<file path="src/rtl/sp_mapper_pkg.sv">
package sp_mapper_pkg;

  typedef enum logic [0:0] {
    FILL_ZERO = 1'b0,
    FILL_SIGN = 1'b1
  } fill_e;

  localparam int unsigned SP_NREG = 3;

  // per-window: lowest tag bit, tag value, highest copied bit, upper fill rule
  localparam int unsigned SP_TAG_LO  [SP_NREG] = '{30, 41, 46};
  localparam logic [31:0] SP_TAG_VAL [SP_NREG] = '{32'h3FFFE, 32'h7E, 32'h2};
  localparam int unsigned SP_COPY_HI [SP_NREG] = '{29, 40, 43};
  localparam fill_e       SP_FILL    [SP_NREG] = '{FILL_ZERO, FILL_SIGN, FILL_ZERO};

endpackage

</file>
<file path="src/rtl/sp_cfg_reg.sv">
module sp_cfg_reg #(
  parameter int unsigned N = 3
) (
  input  logic         clk,
  input  logic         rst_n,
  input  logic         wr,
  input  logic [N-1:0] wdata,
  output logic [N-1:0] en_q
);

  logic [N-1:0] en_d;

  always_comb begin
    en_d = en_q;
    if (wr) begin
      en_d = wdata;
    end
  end

  always_ff @(posedge clk or negedge rst_n) begin
    if (!rst_n) begin
      en_q <= '0;
    end else begin
      en_q <= en_d;
    end
  end

endmodule

</file>
<file path="src/rtl/sp_region_dec.sv">
module sp_region_dec
  import sp_mapper_pkg::*;
#(
  parameter int unsigned VA_W    = 48,
  parameter int unsigned PA_W    = 44,
  parameter int unsigned TAG_LO  = 30,
  parameter logic [31:0] TAG_VAL = 32'h3FFFE,
  parameter int unsigned COPY_HI = 29,
  parameter fill_e       FILL    = FILL_ZERO
) (
  input  logic [VA_W-1:0] va,
  output logic            match,
  output logic [PA_W-1:0] pa_cand
);

  localparam int unsigned TW = VA_W - TAG_LO;

  logic unused_va;
  assign unused_va = ^va;

  always_comb begin
    match = (va[VA_W-1:TAG_LO] == TAG_VAL[TW-1:0]);
    for (int i = 0; i < PA_W; i++) begin
      if (i <= COPY_HI) begin
        pa_cand[i] = va[i];
      end else if (FILL == FILL_SIGN) begin
        pa_cand[i] = va[COPY_HI];
      end else begin
        pa_cand[i] = 1'b0;
      end
    end
  end

endmodule

</file>
<file path="src/rtl/sp_resolve.sv">
module sp_resolve #(
  parameter int unsigned N    = 3,
  parameter int unsigned PA_W = 44
) (
  input  logic [N-1:0]           match,
  input  logic [N-1:0][PA_W-1:0] cand,
  input  logic [N-1:0]           en,
  input  logic                   kernel,
  output logic                   sel_hit,
  output logic                   sel_viol,
  output logic [PA_W-1:0]        sel_pa
);

  logic [N-1:0]    active;
  logic            any_active;
  logic [PA_W-1:0] pa_or;

  always_comb begin
    active     = match & en;
    any_active = |active;
    pa_or      = '0;
    for (int r = 0; r < N; r++) begin
      pa_or = pa_or | (cand[r] & {PA_W{active[r]}});
    end
    sel_hit  = any_active & kernel;
    sel_viol = any_active & ~kernel;
    sel_pa   = sel_hit ? pa_or : '0;
  end

endmodule

</file>
<file path="src/rtl/sp_mapper.sv">
module sp_mapper
  import sp_mapper_pkg::*;
#(
  parameter int unsigned VA_W  = 48,
  parameter int unsigned PA_W  = 44,
  parameter int unsigned OFF_W = 13
) (
  input  logic              clk,
  input  logic              rst_n,
  input  logic              cfg_wr,
  input  logic [SP_NREG-1:0] cfg_en,
  input  logic              va_valid,
  input  logic [VA_W-1:0]   va,
  input  logic              kernel_mode,
  output logic              out_valid,
  output logic              hit,
  output logic              acc_viol,
  output logic [PA_W-1:0]   pa
);

  localparam int unsigned N = SP_NREG;

  // reset synchronizer: asserts at once, releases on the clock
  logic [1:0] rst_pipe;
  logic       rst_sync_n;

  always_ff @(posedge clk or negedge rst_n) begin
    if (!rst_n) begin
      rst_pipe <= 2'b00;
    end else begin
      rst_pipe <= {rst_pipe[0], 1'b1};
    end
  end
  assign rst_sync_n = rst_pipe[1];

  logic [N-1:0] en_q;

  sp_cfg_reg #(.N(N)) u_cfg (
    .clk   (clk),
    .rst_n (rst_sync_n),
    .wr    (cfg_wr),
    .wdata (cfg_en),
    .en_q  (en_q)
  );

  logic [N-1:0]           region_match;
  logic [N-1:0][PA_W-1:0] region_pa;

  for (genvar g = 0; g < N; g++) begin : g_win
    sp_region_dec #(
      .VA_W    (VA_W),
      .PA_W    (PA_W),
      .TAG_LO  (SP_TAG_LO[g]),
      .TAG_VAL (SP_TAG_VAL[g]),
      .COPY_HI (SP_COPY_HI[g]),
      .FILL    (SP_FILL[g])
    ) u_dec (
      .va      (va),
      .match   (region_match[g]),
      .pa_cand (region_pa[g])
    );
  end

  logic            sel_hit;
  logic            sel_viol;
  logic [PA_W-1:0] sel_pa;

  sp_resolve #(.N(N), .PA_W(PA_W)) u_res (
    .match    (region_match),
    .cand     (region_pa),
    .en       (en_q),
    .kernel   (kernel_mode),
    .sel_hit  (sel_hit),
    .sel_viol (sel_viol),
    .sel_pa   (sel_pa)
  );

  // output stage
  logic            valid_d, hit_d, viol_d, pa_ce;
  logic [PA_W-1:0] pa_d;

  always_comb begin
    valid_d = va_valid;
    hit_d   = va_valid & sel_hit;
    viol_d  = va_valid & sel_viol;
    pa_ce   = va_valid;
    pa_d    = sel_pa;
  end

  always_ff @(posedge clk or negedge rst_sync_n) begin
    if (!rst_sync_n) begin
      out_valid <= 1'b0;
      hit       <= 1'b0;
      acc_viol  <= 1'b0;
    end else begin
      out_valid <= valid_d;
      hit       <= hit_d;
      acc_viol  <= viol_d;
    end
  end

  always_ff @(posedge clk or negedge rst_sync_n) begin
    if (!rst_sync_n) begin
      pa <= '0;
    end else if (pa_ce) begin
      pa <= pa_d;
    end
  end

endmodule

</file>
<file path="config.mk">
export PLATFORM = sky130hd
export DESIGN_NAME = sp_mapper
export DESIGN_NICKNAME = d
export VERILOG_FILES = /design/src/rtl/sp_mapper_pkg.sv /design/src/rtl/sp_cfg_reg.sv /design/src/rtl/sp_region_dec.sv /design/src/rtl/sp_resolve.sv /design/src/rtl/sp_mapper.sv
export SDC_FILE = /design/constraint.sdc
export NUM_CORES = 1
export LEC_CHECK = 0
export BUFFER_PORTS_ARGS = -buffer_cell sky130_fd_sc_hd__buf_2
export CAP_MARGIN = 20
export CORE_MARGIN = 5
export CORE_UTILIZATION = 49
export DETAILED_ROUTE_END_ITERATION = 16
export MAX_ROUTING_LAYER = met4
export PLACE_DENSITY = 0.84
export SLEW_MARGIN = 20
export SYNTH_ARGS = -nofsm -noshare
export SYNTH_HDL_FRONTEND = slang
export SYNTH_SLANG_ARGS = --single-unit
</file>
<file path="constraint.sdc">
create_clock -name clk -period 2.55 [get_ports clk]
set_input_delay 0.3825 -clock clk [delete_from_list [all_inputs] [get_ports clk]]
set_output_delay 0.3825 -clock clk [all_outputs]
set_load 0.01 [all_outputs]
</file>
### Word-level counts from Yosys, hierarchy flattened

Cells that the tools add are included.

* equal/unequal tests: 3
* multiplexer cells: 1
* bitwise operators: 11
* reduce and logical (&&, ||, !) cells: 1

Operators by type and width (count)
* 44-bit AND: 2
* 44-bit OR: 2
* 30-bit by 44-bit AND with 44-bit output: 1
* 44-bit 2-to-1 mux: 1
* 18-bit == test, second input constant: 1
* 7-bit == test, second input constant: 1
* 1-bit AND: 4
* 3-bit AND: 1
* 3-bit OR reduction: 1
* 2-bit == test, second input constant: 1
* 1-bit NOT: 1

* register bits after elaboration: 52
* input port bits: 56
* output and inout port bits: 47
* logic and storage cells: 22

### Longest topological paths before layout

* depth in word-level cells: 6
* mapped depth: 5
* gate-level depth less buffers: 4

### By module

From an unflattened synthesis, not the netlist that was laid out.

* cell total of the unflattened synthesis: 469
* area total of the unflattened synthesis: 4403.0 sq um

Modules (own cells, without submodules)
* sp_mapper: times used 1, cells each 101, area each 1966.9 sq um, seq. area each 1226.2 sq um
* sp_resolve: times used 1, cells each 219, area each 1255.0 sq um, seq. area each 0.0 sq um
* sp_region_dec at g_win[0].u_dec: times used 1, cells each 51, area each 380.4 sq um, seq. area each 0.0 sq um
* sp_region_dec at g_win[1].u_dec: times used 1, cells each 47, area each 347.8 sq um, seq. area each 0.0 sq um
* sp_region_dec at g_win[2].u_dec: times used 1, cells each 45, area each 344.1 sq um, seq. area each 0.0 sq um
* sp_cfg_reg: times used 1, cells each 6, area each 108.9 sq um, seq. area each 75.1 sq um

### Least setup slack after synthesis

No wires, ideal clock.

* path type: input-to-reg
* start: input port va[30]
* end: register pa[15]
* setup time: 75 ps
* arrival time: 1345 ps
* data required time: 2475 ps
* setup slack: 1131 ps
* cell stages on the path: 5
* path buffers: 1
* cell sequence: nand4b_4 nor4_4 o221ai_2 buf_6 o2bb2ai_2

* longest elaborated chain between the ends: 6
* elaborated cells between the ends (all ways): 8
* those cells by class: 1 x eq/ne; 1 x mux; 5 x bitwise; 1 x reduce/logical

RTL lines
* start: declaration: line sp_mapper.sv:13 `input logic [VA_W-1:0] va,`
* 18-bit == test *: line sp_region_dec.sv:22 `match = (va[VA_W-1:TAG_LO] == TAG_VAL[TW-1:0]);`
* 3-bit AND *: line sp_resolve.sv:19 `active = match & en;`
* 30-bit by 44-bit AND with 44-bit output: line sp_resolve.sv:23 `pa_or = pa_or | (cand[r] & {PA_W{active[r]}});`
* 44-bit OR (2 in a row): line sp_resolve.sv:23
* 44-bit 2-to-1 mux *: line sp_resolve.sv:27 `sel_pa = sel_hit ? pa_or : '0;`
* end signal: assignment: line sp_mapper.sv:106 `pa <= pa_d;`
* end: declaration: line sp_mapper.sv:18 `output logic [PA_W-1:0] pa`

Mark *: on every way between the ends. The rest lies on a longest branch, timed or not.
A chain may end at the register's enable or synchronous reset.

### Worst setup path after layout

* start: register u_cfg.en_q[2]
* end: register pa[3]

* longest elaborated chain between the ends: 4
* elaborated cells between the ends (all ways): 6
* those cells by class: 1 x mux; 4 x bitwise; 1 x reduce/logical

RTL lines
* start: declaration: line sp_cfg_reg.sv:8 `output logic [N-1:0] en_q`
* start signal: assignment: line sp_cfg_reg.sv:24 `en_q <= en_d;`
* 3-bit AND *: line sp_resolve.sv:19
* 3-bit OR reduction or 44-bit AND (tied branches): line sp_resolve.sv:20, sp_resolve.sv:23
* 1-bit AND or 44-bit OR (tied branches): line sp_resolve.sv:25, sp_resolve.sv:23
* 44-bit 2-to-1 mux *: line sp_resolve.sv:27

Marked as above.

==> results.txt <==
Vias in the first global route: 1,690
GRT Total Usage: 18.1%
Crit start category: flop
Async SR Flop Fraction: 100%
Leakage power: 1.51 nW
Dominant synthesized flop cell: dfrtp_1
Status: finished, final reports clean
Number of distinct library cells after synthesis: 27
Crit path required time: 2690 ps
Final period util: 71.0%
Critical path class: flop to flop
Vias: 1,719
Clock Path Buffers: 2
Min setup slack post-route: 739 ps
Rows: 24
Top-count cell post-synth: dfrtp_1
Slowest library cell on the worst path: o221ai_4
DRT iter0 DRCs: 56
Synthesized area per cell: 12.7 sq um
Hold Path Class: flop to async pin
Worst slew margin: 30.3%
Sw power: 0.340 mW
Fmax: 552 MHz
Post-CTS sizing: 0
CP Data Arrival Time: 1950 ps
Chip height: 76.3 microns
Vias/cell: 5.32
Drt first pass iters: 4
Pin count of the biggest net entering global routing: 35
Share of power burned in registers: 57.5%
Nets: 327
#FFs+latches synth: 52
Post-Route WL: 5040 microns
Place WS: 504 ps
Number of enable flip-flop cells after synthesis: 0
Post-CTS Setup Bufs: 0
HPWL after DPL: 3690 microns
Int Pwr: 1.15 mW
# H-tree levels: 2
Final GP Congestion: 0.814
Gr ovfl total: 0
Ys Warns: 0
Sequential-to-total area share from yosys stat: 60.5%
Global-route wire length before repair: 8360 microns
Layout cells sized above 1: 47.2%
CTS Buf Count: 5
CP max stage delay: 830 ps
CTS tree: built
Die X: 76.3 microns
Dominant cells by area after synthesis: dfrtp_1 (61%), o2bb2ai_1 (8.6%), nand2_1 (6.3%), o2bb2ai_2 (6.3%), a22o_1 (4.5%)
Synthesized area: 2150 sq um
Fillers: 367
Pwr dens: 532 nW/um^2
Final setup violation count: 0
Synth cell count leaders: dfrtp_1 (52), nand2_1 (36), o2bb2ai_1 (21), a22o_1 (11), o2bb2ai_2 (9)
Final hold vios: 0
Avg WL per Cell: 15.6 microns
RSZ-0062 raised after global routing: no
Area growth syn-to-layout: 30.1%
Clock slew at reported path FFs: 80 ps
Minimum clock period: 1810 ps
Clock Tree Root: clkbuf_8
Initial antenna violation count: 0
Crit path max fanout: 34
Setup TNS: 0 ps
Die area: 5810 sq um
Gate power share: 10.1%
Clk_skew: 5.50 ps
Worst-Skew Late Latency: 300 ps
Worst VDD drop: 0.000331 V
CP Cell Sequence: and3b_1 -> o221ai_4 -> o2bb2ai_1
Slew @ Worst Pin: 1050 ps
Syn Nets: 226
Pins Over Slew Limit: 0
Initial core utilization: 50.1%
Power, Total: 1.49 mW
Core area: 4290 sq um
Sw Share: 22.9%
Synth top area share: 60.5%
Syn Inst Count: 170
Max-capacitance violation count: 0
Clock share of power: 32.4%
Buffers on Ports: 102
DRC viols: 0
Ports: 103
CTS Sinks: 52
CP Capture Type: flop
ANT nets after route: 0
Area leader, netlist: dfrtp_1
Cts hold-fix bufs: 1
# diodes: 0
-- area by class of cell --
cell class              count  area, sq um  area share, %
repair buffers            106          543           19.4
clock buffers               7         96.3           3.44
multi-input cells         104          783           28.0
inverters                   2         7.51          0.268
flip-flops and latches     52         1300           46.6
well taps                  52         65.1           2.33
-- cell usage in the layout, fill, tap and decap left out --
master	instances
a22o_1	11
nand4b_4	1
o221ai_4	1
dlygate4sd3_1	1
nand3b_1	1
dfrtp_2	1
o21ai_0	1
nand2b_1	1
nand2_1	36
nor4_1	1
nand4_1	2
clkbuf_8	7
a21oi_1	3
buf_2	102
nor4_4	1
dfrtp_1	51
o2bb2ai_1	21
a211oi_1	1
nand3_1	1
o31ai_1	4
nor2_1	2
mux2_2	3
o2bb2ai_2	9
conb_1	1
and3_1	1
and3b_1	1
nor2b_1	1
buf_4	3
inv_1	1
clkinv_1	1
-- final timing paths --
check | from | to | slack [ps] | cells past startpoint
min reg2reg | rst_pipe[1] | pa[25] | 180 | 0
min in group clk | kernel_mode | acc_viol | 310 | 2
max in group asynchronous | rst_pipe[1] | pa[42] | 1640 | 1
min | rst_pipe[1] | pa[25] | 180 | 0
max reg2reg | u_cfg.en_q[2] | pa[3] | 740 | 3
max | u_cfg.en_q[2] | pa[3] | 740 | 3
-- power by group through the flow --
stage	clock, mW	combinational, mW	sequential (mW)
after detailed placement	0	0.151	0.873
after global placement	0	0.148	0.873
after global routing	0.531	0.168	0.860
after floorplan	0	0.0611	0.884
final	0.483	0.150	0.856
after CTS	0.498	0.153	0.857
-- sequential cells by signal (all words and copies together) (netlist names) --
signal	cells
acc_viol	1
u_cfg.en_q	3
pa	44
rst_pipe	2
hit	1
out_valid	1
-- critical path: cells and delay by family, from the launching register on --
family          cells  cell delay (ps)
compound gates      2             1010
flops               1              400
simple gates        1              230
-- metrics by stage --
stage	area, sq um	util, %	cells	hold WS [ps]
floorplan	2150	-	170	86.9
global placement	2690	62.7	315	169
finish	2800	65.2	323	181
detailed placement	2690	62.7	315	170
global route	2800	65.2	323	225
CTS	2800	65.2	323	194
-- logic make-up after synthesis --
family / share of synthesized area, %
flip-flops: 60.5
AO/OA/AOI/OAI: 22.7
AND/OR/NAND/NOR: 11.5
buffers and inverters: 3.61
multiplexers: 1.57
other: 0.174
-- layer usage --
layer  vias up  global-route usage (%)  share of wire, %
li1        819                       -                 -
met3         9                    5.32               7.5
met2        76                    27.5                47
met4         0                    6.64               2.4
met1       815                    23.0                43
met5         -                       -                 0
(Power assumes the default switching activity.)
